==> src/rtl/spi_fifo_pkg.sv <==
package spi_fifo_pkg;

   typedef enum logic {ENG_IDLE, ENG_RUN} eng_state_e;

   // Reserved code 2'b11 maps to no delay.
   function automatic logic [1:0] smpl_delay(input logic [1:0] code);
      return (code == 2'b11) ? 2'd0 : code;
   endfunction

endpackage

==> src/rtl/spi_sync_fifo.sv <==
module spi_sync_fifo #(
   parameter int W     = 16,
   parameter int DEPTH = 4,
   localparam int CW   = $clog2(DEPTH + 1)
) (
   input  logic          clk,
   input  logic          rst_n,
   input  logic          off,
   input  logic          clr,
   input  logic          push,
   input  logic [W-1:0]  wdata,
   input  logic          pop,
   output logic [W-1:0]  rdata,
   output logic [CW-1:0] count,
   output logic          full,
   output logic          empty
);
   localparam int AW = (DEPTH > 1) ? $clog2(DEPTH) : 1;

   generate
      if (DEPTH < 2) begin : g_bad_depth
         $error("spi_sync_fifo: DEPTH must be at least 2");
      end
   endgenerate

   logic [W-1:0]  mem [DEPTH];
   logic [AW-1:0] wr_ptr, rd_ptr, wr_nxt, rd_nxt;
   logic [CW-1:0] cap;
   logic          do_push, do_pop;

   generate
      if ((DEPTH & (DEPTH - 1)) == 0) begin : g_pow2
         assign wr_nxt = wr_ptr + 1'b1;
         assign rd_nxt = rd_ptr + 1'b1;
      end else begin : g_wrap
         assign wr_nxt = (wr_ptr == AW'(DEPTH - 1)) ? '0 : wr_ptr + 1'b1;
         assign rd_nxt = (rd_ptr == AW'(DEPTH - 1)) ? '0 : rd_ptr + 1'b1;
      end
   endgenerate

   assign cap     = off ? CW'(1) : CW'(DEPTH);
   assign full    = (count >= cap);
   assign empty   = (count == '0);
   assign do_push = push && !full;
   assign do_pop  = pop && !empty;
   assign rdata   = mem[rd_ptr];

   always_ff @(posedge clk or negedge rst_n) begin
      if (!rst_n) begin
         wr_ptr <= '0;
         rd_ptr <= '0;
         count  <= '0;
      end else if (clr) begin
         wr_ptr <= '0;
         rd_ptr <= '0;
         count  <= '0;
      end else begin
         if (do_push) wr_ptr <= wr_nxt;
         if (do_pop)  rd_ptr <= rd_nxt;
         count <= count + CW'(do_push) - CW'(do_pop);
      end
   end

   always_ff @(posedge clk) begin
      if (do_push && !clr) mem[wr_ptr] <= wdata;
   end

endmodule

==> src/rtl/spi_shift_engine.sv <==
module spi_shift_engine
   import spi_fifo_pkg::*;
#(
   parameter int W    = 16,
   parameter int HALF = 4
) (
   input  logic         clk,
   input  logic         rst_n,
   input  logic         en,
   input  logic         halt,
   input  logic [1:0]   dly,
   input  logic         tx_empty,
   input  logic [W-1:0] tx_data,
   output logic         tx_pop,
   input  logic         sin,
   output logic         sck,
   output logic         sout,
   output logic         rx_push,
   output logic [W-1:0] rx_word,
   output logic         busy
);
   localparam int PW = $clog2(2 * HALF);
   localparam int BW = $clog2(W);

   generate
      if (HALF < 4) begin : g_bad_half
         $error("spi_shift_engine: HALF must be at least 4");
      end
      if (W < 2) begin : g_bad_w
         $error("spi_shift_engine: W must be at least 2");
      end
   endgenerate

   eng_state_e    state;
   logic [PW-1:0] ph;
   logic [BW-1:0] bitc;
   logic [W-1:0]  tx_sh, rx_sh;
   logic [1:0]    dly_q;
   logic          start;

   assign start  = (state == ENG_IDLE) && en && !halt && !tx_empty;
   assign tx_pop = start;
   assign busy   = (state == ENG_RUN);
   assign sck    = en && (state == ENG_RUN) && (ph >= PW'(HALF));
   assign sout   = tx_sh[W-1];

   always_ff @(posedge clk or negedge rst_n) begin
      if (!rst_n) begin
         state   <= ENG_IDLE;
         ph      <= '0;
         bitc    <= '0;
         tx_sh   <= '0;
         rx_sh   <= '0;
         dly_q   <= '0;
         rx_push <= 1'b0;
         rx_word <= '0;
      end else begin
         rx_push <= 1'b0;
         if (en) begin
            case (state)
               ENG_IDLE: begin
                  if (start) begin
                     state <= ENG_RUN;
                     tx_sh <= tx_data;
                     ph    <= '0;
                     bitc  <= '0;
                     dly_q <= dly;
                  end
               end
               default: begin
                  if (ph == PW'(HALF) + PW'(dly_q))
                     rx_sh <= {rx_sh[W-2:0], sin};
                  if (ph == PW'(2 * HALF - 1)) begin
                     ph <= '0;
                     if (bitc == BW'(W - 1)) begin
                        state   <= ENG_IDLE;
                        rx_push <= 1'b1;
                        rx_word <= rx_sh;
                     end else begin
                        tx_sh <= {tx_sh[W-2:0], 1'b0};
                        bitc  <= bitc + 1'b1;
                     end
                  end else begin
                     ph <= ph + 1'b1;
                  end
               end
            endcase
         end
      end
   end

endmodule

==> src/rtl/spi_fifo_master.sv <==
module spi_fifo_master
   import spi_fifo_pkg::*;
#(
   parameter int DATA_W   = 16,
   parameter int DEPTH    = 4,
   parameter int HALF_DIV = 4,
   localparam int CW      = $clog2(DEPTH + 1)
) (
   input  logic              clk,
   input  logic              rst_n,
   input  logic              mod_dis,
   input  logic              tx_fifo_off,
   input  logic              rx_fifo_off,
   input  logic              tx_clr,
   input  logic              rx_clr,
   input  logic              halt,
   input  logic [1:0]        smpl_pt,
   input  logic              tx_push,
   input  logic [DATA_W-1:0] tx_data,
   output logic              tx_full,
   output logic              tx_empty,
   output logic [CW-1:0]     tx_count,
   input  logic              rx_pop,
   output logic [DATA_W-1:0] rx_data,
   output logic              rx_full,
   output logic              rx_empty,
   output logic [CW-1:0]     rx_count,
   output logic              rx_ovf,
   output logic              smpl_err,
   output logic              busy,
   output logic              sck,
   output logic              sout,
   input  logic              sin
);
   logic [DATA_W-1:0] tx_head, rx_word;
   logic              tx_pop, rx_push;

   spi_sync_fifo #(.W(DATA_W), .DEPTH(DEPTH)) u_txq (
      .clk(clk), .rst_n(rst_n), .off(tx_fifo_off), .clr(tx_clr),
      .push(tx_push), .wdata(tx_data), .pop(tx_pop), .rdata(tx_head),
      .count(tx_count), .full(tx_full), .empty(tx_empty)
   );

   spi_sync_fifo #(.W(DATA_W), .DEPTH(DEPTH)) u_rxq (
      .clk(clk), .rst_n(rst_n), .off(rx_fifo_off), .clr(rx_clr),
      .push(rx_push), .wdata(rx_word), .pop(rx_pop), .rdata(rx_data),
      .count(rx_count), .full(rx_full), .empty(rx_empty)
   );

   spi_shift_engine #(.W(DATA_W), .HALF(HALF_DIV)) u_eng (
      .clk(clk), .rst_n(rst_n), .en(!mod_dis), .halt(halt),
      .dly(smpl_delay(smpl_pt)), .tx_empty(tx_empty), .tx_data(tx_head),
      .tx_pop(tx_pop), .sin(sin), .sck(sck), .sout(sout),
      .rx_push(rx_push), .rx_word(rx_word), .busy(busy)
   );

   assign smpl_err = (smpl_pt == 2'b11);

   always_ff @(posedge clk or negedge rst_n) begin
      if (!rst_n)                         rx_ovf <= 1'b0;
      else if (rx_clr)                    rx_ovf <= 1'b0;
      else if (rx_push && rx_full)        rx_ovf <= 1'b1;
   end

endmodule

==> config.mk <==
export PLATFORM = sky130hd
export DESIGN_NAME = spi_fifo_master
export DESIGN_NICKNAME = d
export VERILOG_FILES = /design/src/rtl/spi_fifo_pkg.sv /design/src/rtl/spi_sync_fifo.sv /design/src/rtl/spi_shift_engine.sv /design/src/rtl/spi_fifo_master.sv
export SDC_FILE = /design/constraint.sdc
export NUM_CORES = 1
export LEC_CHECK = 0
export BUFFER_PORTS_ARGS = -buffer_cell sky130_fd_sc_hd__buf_2
export CAP_MARGIN = 20
export CORE_MARGIN = 3
export CORE_UTILIZATION = 38
export CTS_BUF_LIST = sky130_fd_sc_hd__clkbuf_8 sky130_fd_sc_hd__clkbuf_16
export CTS_CLUSTER_DIAMETER = 80
export CTS_CLUSTER_SIZE = 8
export DETAILED_ROUTE_END_ITERATION = 7
export GPL_TIMING_DRIVEN = 0
export MAX_ROUTING_LAYER = met4
export SLEW_MARGIN = 30
export SYNTH_ARGS = -nofsm -noshare
export SYNTH_HDL_FRONTEND = slang
export SYNTH_SLANG_ARGS = --single-unit
==> constraint.sdc <==
create_clock -name clk -period 4.6 [get_ports clk]
set_input_delay 0.46 -clock clk [delete_from_list [all_inputs] [get_ports clk]]
set_output_delay 0.46 -clock clk [all_outputs]
set_load 0.005 [all_outputs]
# Word-level counts from Yosys, hierarchy flattened
# Memories as Yosys holds them, arrays and structs flattened.
# Cells that the tools add are included.
# classes
n_bitwise	2
n_addsub	11
eq_ne	6
n_lt_le_gt_ge	3
n_reduce_logical	33
n_mux	38
# op_table
operator	n
16-bit two-way mux	4
3-bit two-way mux	7
2-bit two-way mux	9
4-bit two-way mux	4
1-bit two-way mux	14
1-bit logical AND	12
2-bit nonzero test	6
2-bit by 1-bit adder with 2-bit output (second input constant)	4
1-bit logical NOT	8
4-bit AND reduction	2
3-bit by 1-bit adder with 3-bit output	2
3-bit greater-or-equal comparator	2
3-bit logical NOT	2
3-bit AND reduction	2
3-bit by 1-bit subtractor with 3-bit output	2
4-bit by 1-bit adder with 4-bit output (second input constant)	1
4-bit == test (second input constant)	1
2-bit inequality test (second input constant)	2
3-bit by 1-bit adder with 3-bit output (second input constant)	1
3-bit by 2-bit adder with 3-bit output (first input constant)	1
3-bit == test	1
3-bit == test (second input constant)	1
3-bit greater-or-equal comparator (second input constant)	1
2-bit == test (second input constant)	1
other kinds (2)	3
# word_totals
n_memories	2
register_bits	74
elab_cells	110
inputBits	29
ram_bits	128
output_inout_bits	31
# memory_table
memory	depth	width	rd	rd_ports_with_merged_regs	write_ports	line_no	source
u_rxq.mem	4	16	1	0	1	spi_sync_fifo.sv:26	logic [W-1:0] mem [DEPTH];
u_txq.mem	4	16	1	0	1	spi_sync_fifo.sv:26	

# Longest topological paths before layout
# logic_depth
depth_word	7
depth_mapped	11
ltp_nobuf	10

# Modules after synthesis
# From an unflattened synthesis, not the netlist that was laid out.
# unflattened
cells_unflattened	475
hier_area_um2	8282.9
# modules_own_cells
mod	area_each_um2	n_inst	cells_each
spi_sync_fifo	2865.2	2	135
spi_shift_engine	2492.4	1	198
spi_fifo_master	60.1	1	7

# Worst setup path before layout
# OpenSTA, ideal clock, no wires.
# synth_path
kind	in2reg
from	in tx_fifo_off
to	mem u_txq.mem[1][0] (enable)
setup_time_ns	0.413
stages	4
t_arrival_ns	2.680
required_ns	4.187
path_slack_ns	1.507
cell_sequence	ha_1 -> or3b_2 -> a21o_1 -> nor3b_1
# synth_between
elab_chain_len	7
# synth_rtl
item	line_no	source
start, declared	spi_fifo_master.sv:12	input logic tx_fifo_off,
3-bit two-way mux	spi_sync_fifo.sv:41	assign cap = off ? CW'(1) : CW'(DEPTH);
3-bit greater-or-equal comparator	spi_sync_fifo.sv:42	assign full = (count >= cap);
1-bit logical NOT	spi_sync_fifo.sv:44	assign do_push = push && !full;
1-bit logical AND	spi_sync_fifo.sv:44	
1-bit logical AND	spi_sync_fifo.sv:65	if (do_push && !clr) mem[wr_ptr] <= wdata;
1-bit two-way mux	spi_sync_fifo.sv:65	
1-bit two-way mux (implied by the code)	spi_sync_fifo.sv:65	
end, declared	spi_sync_fifo.sv:26	
# Every way passes these cells.

# Worst setup path after layout
# layout_path
from	reg u_txq.count[0]
to	mem u_txq.mem[1][3] (enable)
# layout_between
elab_chain_len	6
# layout_rtl
item	line_no	source
start, declared	spi_sync_fifo.sv:14	output logic [CW-1:0] count,
start signal, assigned	spi_sync_fifo.sv:60	count <= count + CW'(do_push) - CW'(do_pop);
3-bit greater-or-equal comparator	spi_sync_fifo.sv:42	
1-bit logical NOT	spi_sync_fifo.sv:44	
1-bit logical AND	spi_sync_fifo.sv:44	
1-bit logical AND	spi_sync_fifo.sv:65	
1-bit two-way mux	spi_sync_fifo.sv:65	
1-bit two-way mux (implied by the code)	spi_sync_fifo.sv:65	
# Every way passes these cells.

==> results_dict.tcl <==
set metrics [dict create \
    hold_start "tx_clr" \
    r2r_end "u_txq.mem[1][3]" \
    utilization 0.4754 \
    finalPower_w 0.005150 \
    clk-insertion-delay-late_ns 0.52 \
    path_clk_slew_ns 0.06 \
    worst_pin_slew_ns 0.7452 \
    final_common_cell "edfxtp_1" \
    critPathBufInv 3 \
    cp-start-kind "register" \
    wl_mm 14.80 \
    worstSetupEndpointType "register" \
    antenna_cells 0 \
    die_y_um 152.5 \
    drt_iter0_markers 197 \
    final_max_slew_viol_count 0 \
    hold_viol 0 \
    pin_count 60 \
    finalWeightedCongestion 0.7467 \
    p_leak_nw 3.984 \
    syn_nets 514 \
    hold_class "in -> reg" \
    status "finished, final reports clean" \
    power.density_mw_per_mm2 525.3 \
    r2r_start "u_txq.count[0]" \
    track_usage 0.1304 \
    cp_num_cells 7 \
    final_area_mm2 0.009804 \
    drc 0 \
    ant_nets 0 \
    cp.required_ns 4.81 \
    post_cts_buffers 0 \
    finalSetupTns_ns 0 \
    rows 52 \
    fmax_mhz 361.5 \
    grt_max_degree 51 \
    regToRegSetupSlack_ns 1.83 \
    cp_cell_sequence "inv_1 > ha_1 > or3b_2 > a21o_1 > nor3b_2 > buf_4 > buf_4" \
    final_net_count 622 \
    hold_depth 2 \
    mostFrequentLayoutCells "edfxtp_1, dfrtp_1, buf_2" \
    drive_above_1_share 0.3356 \
    grt_pass1_vias 4633 \
    gr-total-overflow 0 \
    crit_fanout 7 \
    critPathSlowestCell "nor3b_2" \
    start_util 0.3954 \
    post_dp_cell_area_mm2 0.008977 \
    synth_seq_cells 202 \
    antenna_found_initial 0 \
    cpMostUsedCell "buf_4" \
    crit_type "reg -> reg" \
    period_needed_ns 2.766 \
    post_drt_wl_per_cell_um 17.15 \
    die_area_mm2 0.02325 \
    synth.distinct_cells 42 \
    cts_root_buf "clkbuf_16" \
    finalCritPeriodShare 0.6013 \
    num_vias 4222 \
    cts_max_level 1 \
    min_to "u_txq.count[0]" \
    cts_num_sinks 202 \
    cp_top_family "simple AND/OR/NAND/NOR gates" \
    fin_skew_ns 0.01663 \
    grt_pass1_wl_mm 24.05 \
    async_flop_share 0.3663 \
    area_growth_pct 20.24 \
    hpwl_mm 10.38 \
    synth-edff-count 128 \
    ir_drop_uv 341.8 \
    hold_ws_ns 0.1059 \
    clk_path_buf_depth 3 \
    coreArea_mm2 0.02062 \
    startpoint "u_txq.count[0]" \
    arrival_ns 2.97 \
    synth_top_flop_cell "edfxtp_1" \
    seq_area_frac_synth 0.6985 \
    viasPerCell 4.892 \
    synthCells 464 \
    final-setup-viol-count 0 \
    cpPeakStageDelay_ns 0.54 \
    relSlewSlack 0.5032 \
    syn-cell-area_mm2 0.008154 \
    synth.avg_cell_area_um2 17.57 \
    die_width_um 152.5 \
    maxCapViolCount 0 \
    rr_worst_depth 7 \
    cts_buffers 29 \
    port_buffers 59 \
    tritoncts "done" \
    drt_pass1_iterations 4 \
    rsz0062_at_grt "false" \
    ys_warn_count 0 \
]
worst max-delay path by stage:
stage | slack, ns | endpoint
6_report | 1.83 | u_txq.mem[1][3]
5_1_grt | 1.73 | u_txq.mem[1][3]
4_1_cts | 1.77 | u_txq.mem[1][3]
3_5_place_dp | 1.64 | u_txq.mem[1][9]
3_3_place_gp | 0.16 | u_txq.mem[3][9]
2_1_floorplan | 1.51 | u_txq.mem[1][0]
Yosys cell counts (2+ instances only):
cell type,number,share of area
xor2_1,4,0.0043
buf_4,3,0.0028
nand3b_1,3,0.0028
dfrtp_1,74,0.23
clkbuf_1,6,0.0028
nand4_1,2,0.0015
inv_1,17,0.0078
nand2b_1,3,0.0023
o21ai_0,5,0.0031
a21o_1,4,0.0037
nor3b_1,9,0.0083
ha_1,19,0.029
fa_1,2,0.0049
nor2_1,26,0.012
mux2_2,22,0.030
a21oi_1,18,0.011
buf_2,7,0.0043
mux2i_1,16,0.020
mux4_2,32,0.088
mux2_4,10,0.018
edfxtp_1,128,0.47
nor3_1,2,0.0012
nand2_1,17,0.0078
buf_6,3,0.0041
nand3_1,7,0.0043
xnor2_1,8,0.0086
nor2b_1,2,0.0015
registers in the layout (all words and copies together), names as in the netlist, 3 cells and up:
register / flops
u_rxq.mem: 64
u_txq.mem: 64
u_eng.rx_sh: 16
u_eng.rx_word: 16
u_eng.tx_sh: 16
u_eng.bitc: 4
u_eng.ph: 3
u_rxq.count: 3
u_txq.count: 3
routing by layer:
| layer | share of wire | vias up | track usage | routed length [µm] |
|---|---|---|---|---|
| met5 | 0 | - | - | 0 |
| met4 | 0.014 | 0 | 0.02970 | 204 |
| met1 | 0.39 | 2131 | 0.1471 | 5822 |
| met2 | 0.55 | 95 | 0.2386 | 8116 |
| met3 | 0.044 | 23 | 0.02755 | 658 |
| li1 | - | 1973 | - | - |
repair_timing:
action,CTS,global route
endpoints found under the hold margin,24,0
resized for setup,0,0
hold buffers,1,0
kinds of logic after synthesis:
family	synth area share
AO/OA/AOI/OAI	0.02271
adder cells (fa/ha/maj)	0.03407
flip-flops	0.6985
AND/OR/NAND/NOR	0.05094
multiplexers	0.1568
buffers and inverters	0.02409
XOR/XNOR	0.01289
layout make-up:
type	instances	area, µm²
sequential	202	5695
buffer	20	128.9
clock buffer	29	725.7
fill	1769	10820
tap	270	337.8
clock inverter	23	91.34
timing repair buffer	77	455.4
inverter	18	67.56
multi-input combinational	224	2302
stage by stage:
| stage | instances | setup slack, ns |
|---|---|---|
| after floorplan | 464 | 1.507 |
| after global placement | 793 | 0.1592 |
| after detailed placement | 810 | 1.636 |
| after CTS | 863 | 1.772 |
| after global routing | 863 | 1.730 |
| final | 863 | 1.834 |
report_power, final:
part           switching, W  internal [W]  leakage (nW)  total, W
combinational      0.000516      0.000569          1.43   0.00109
sequential         0.000121       0.00211          2.07   0.00224
clock              0.000710       0.00112         0.479   0.00183
Power figures use the tool's default switching activity.
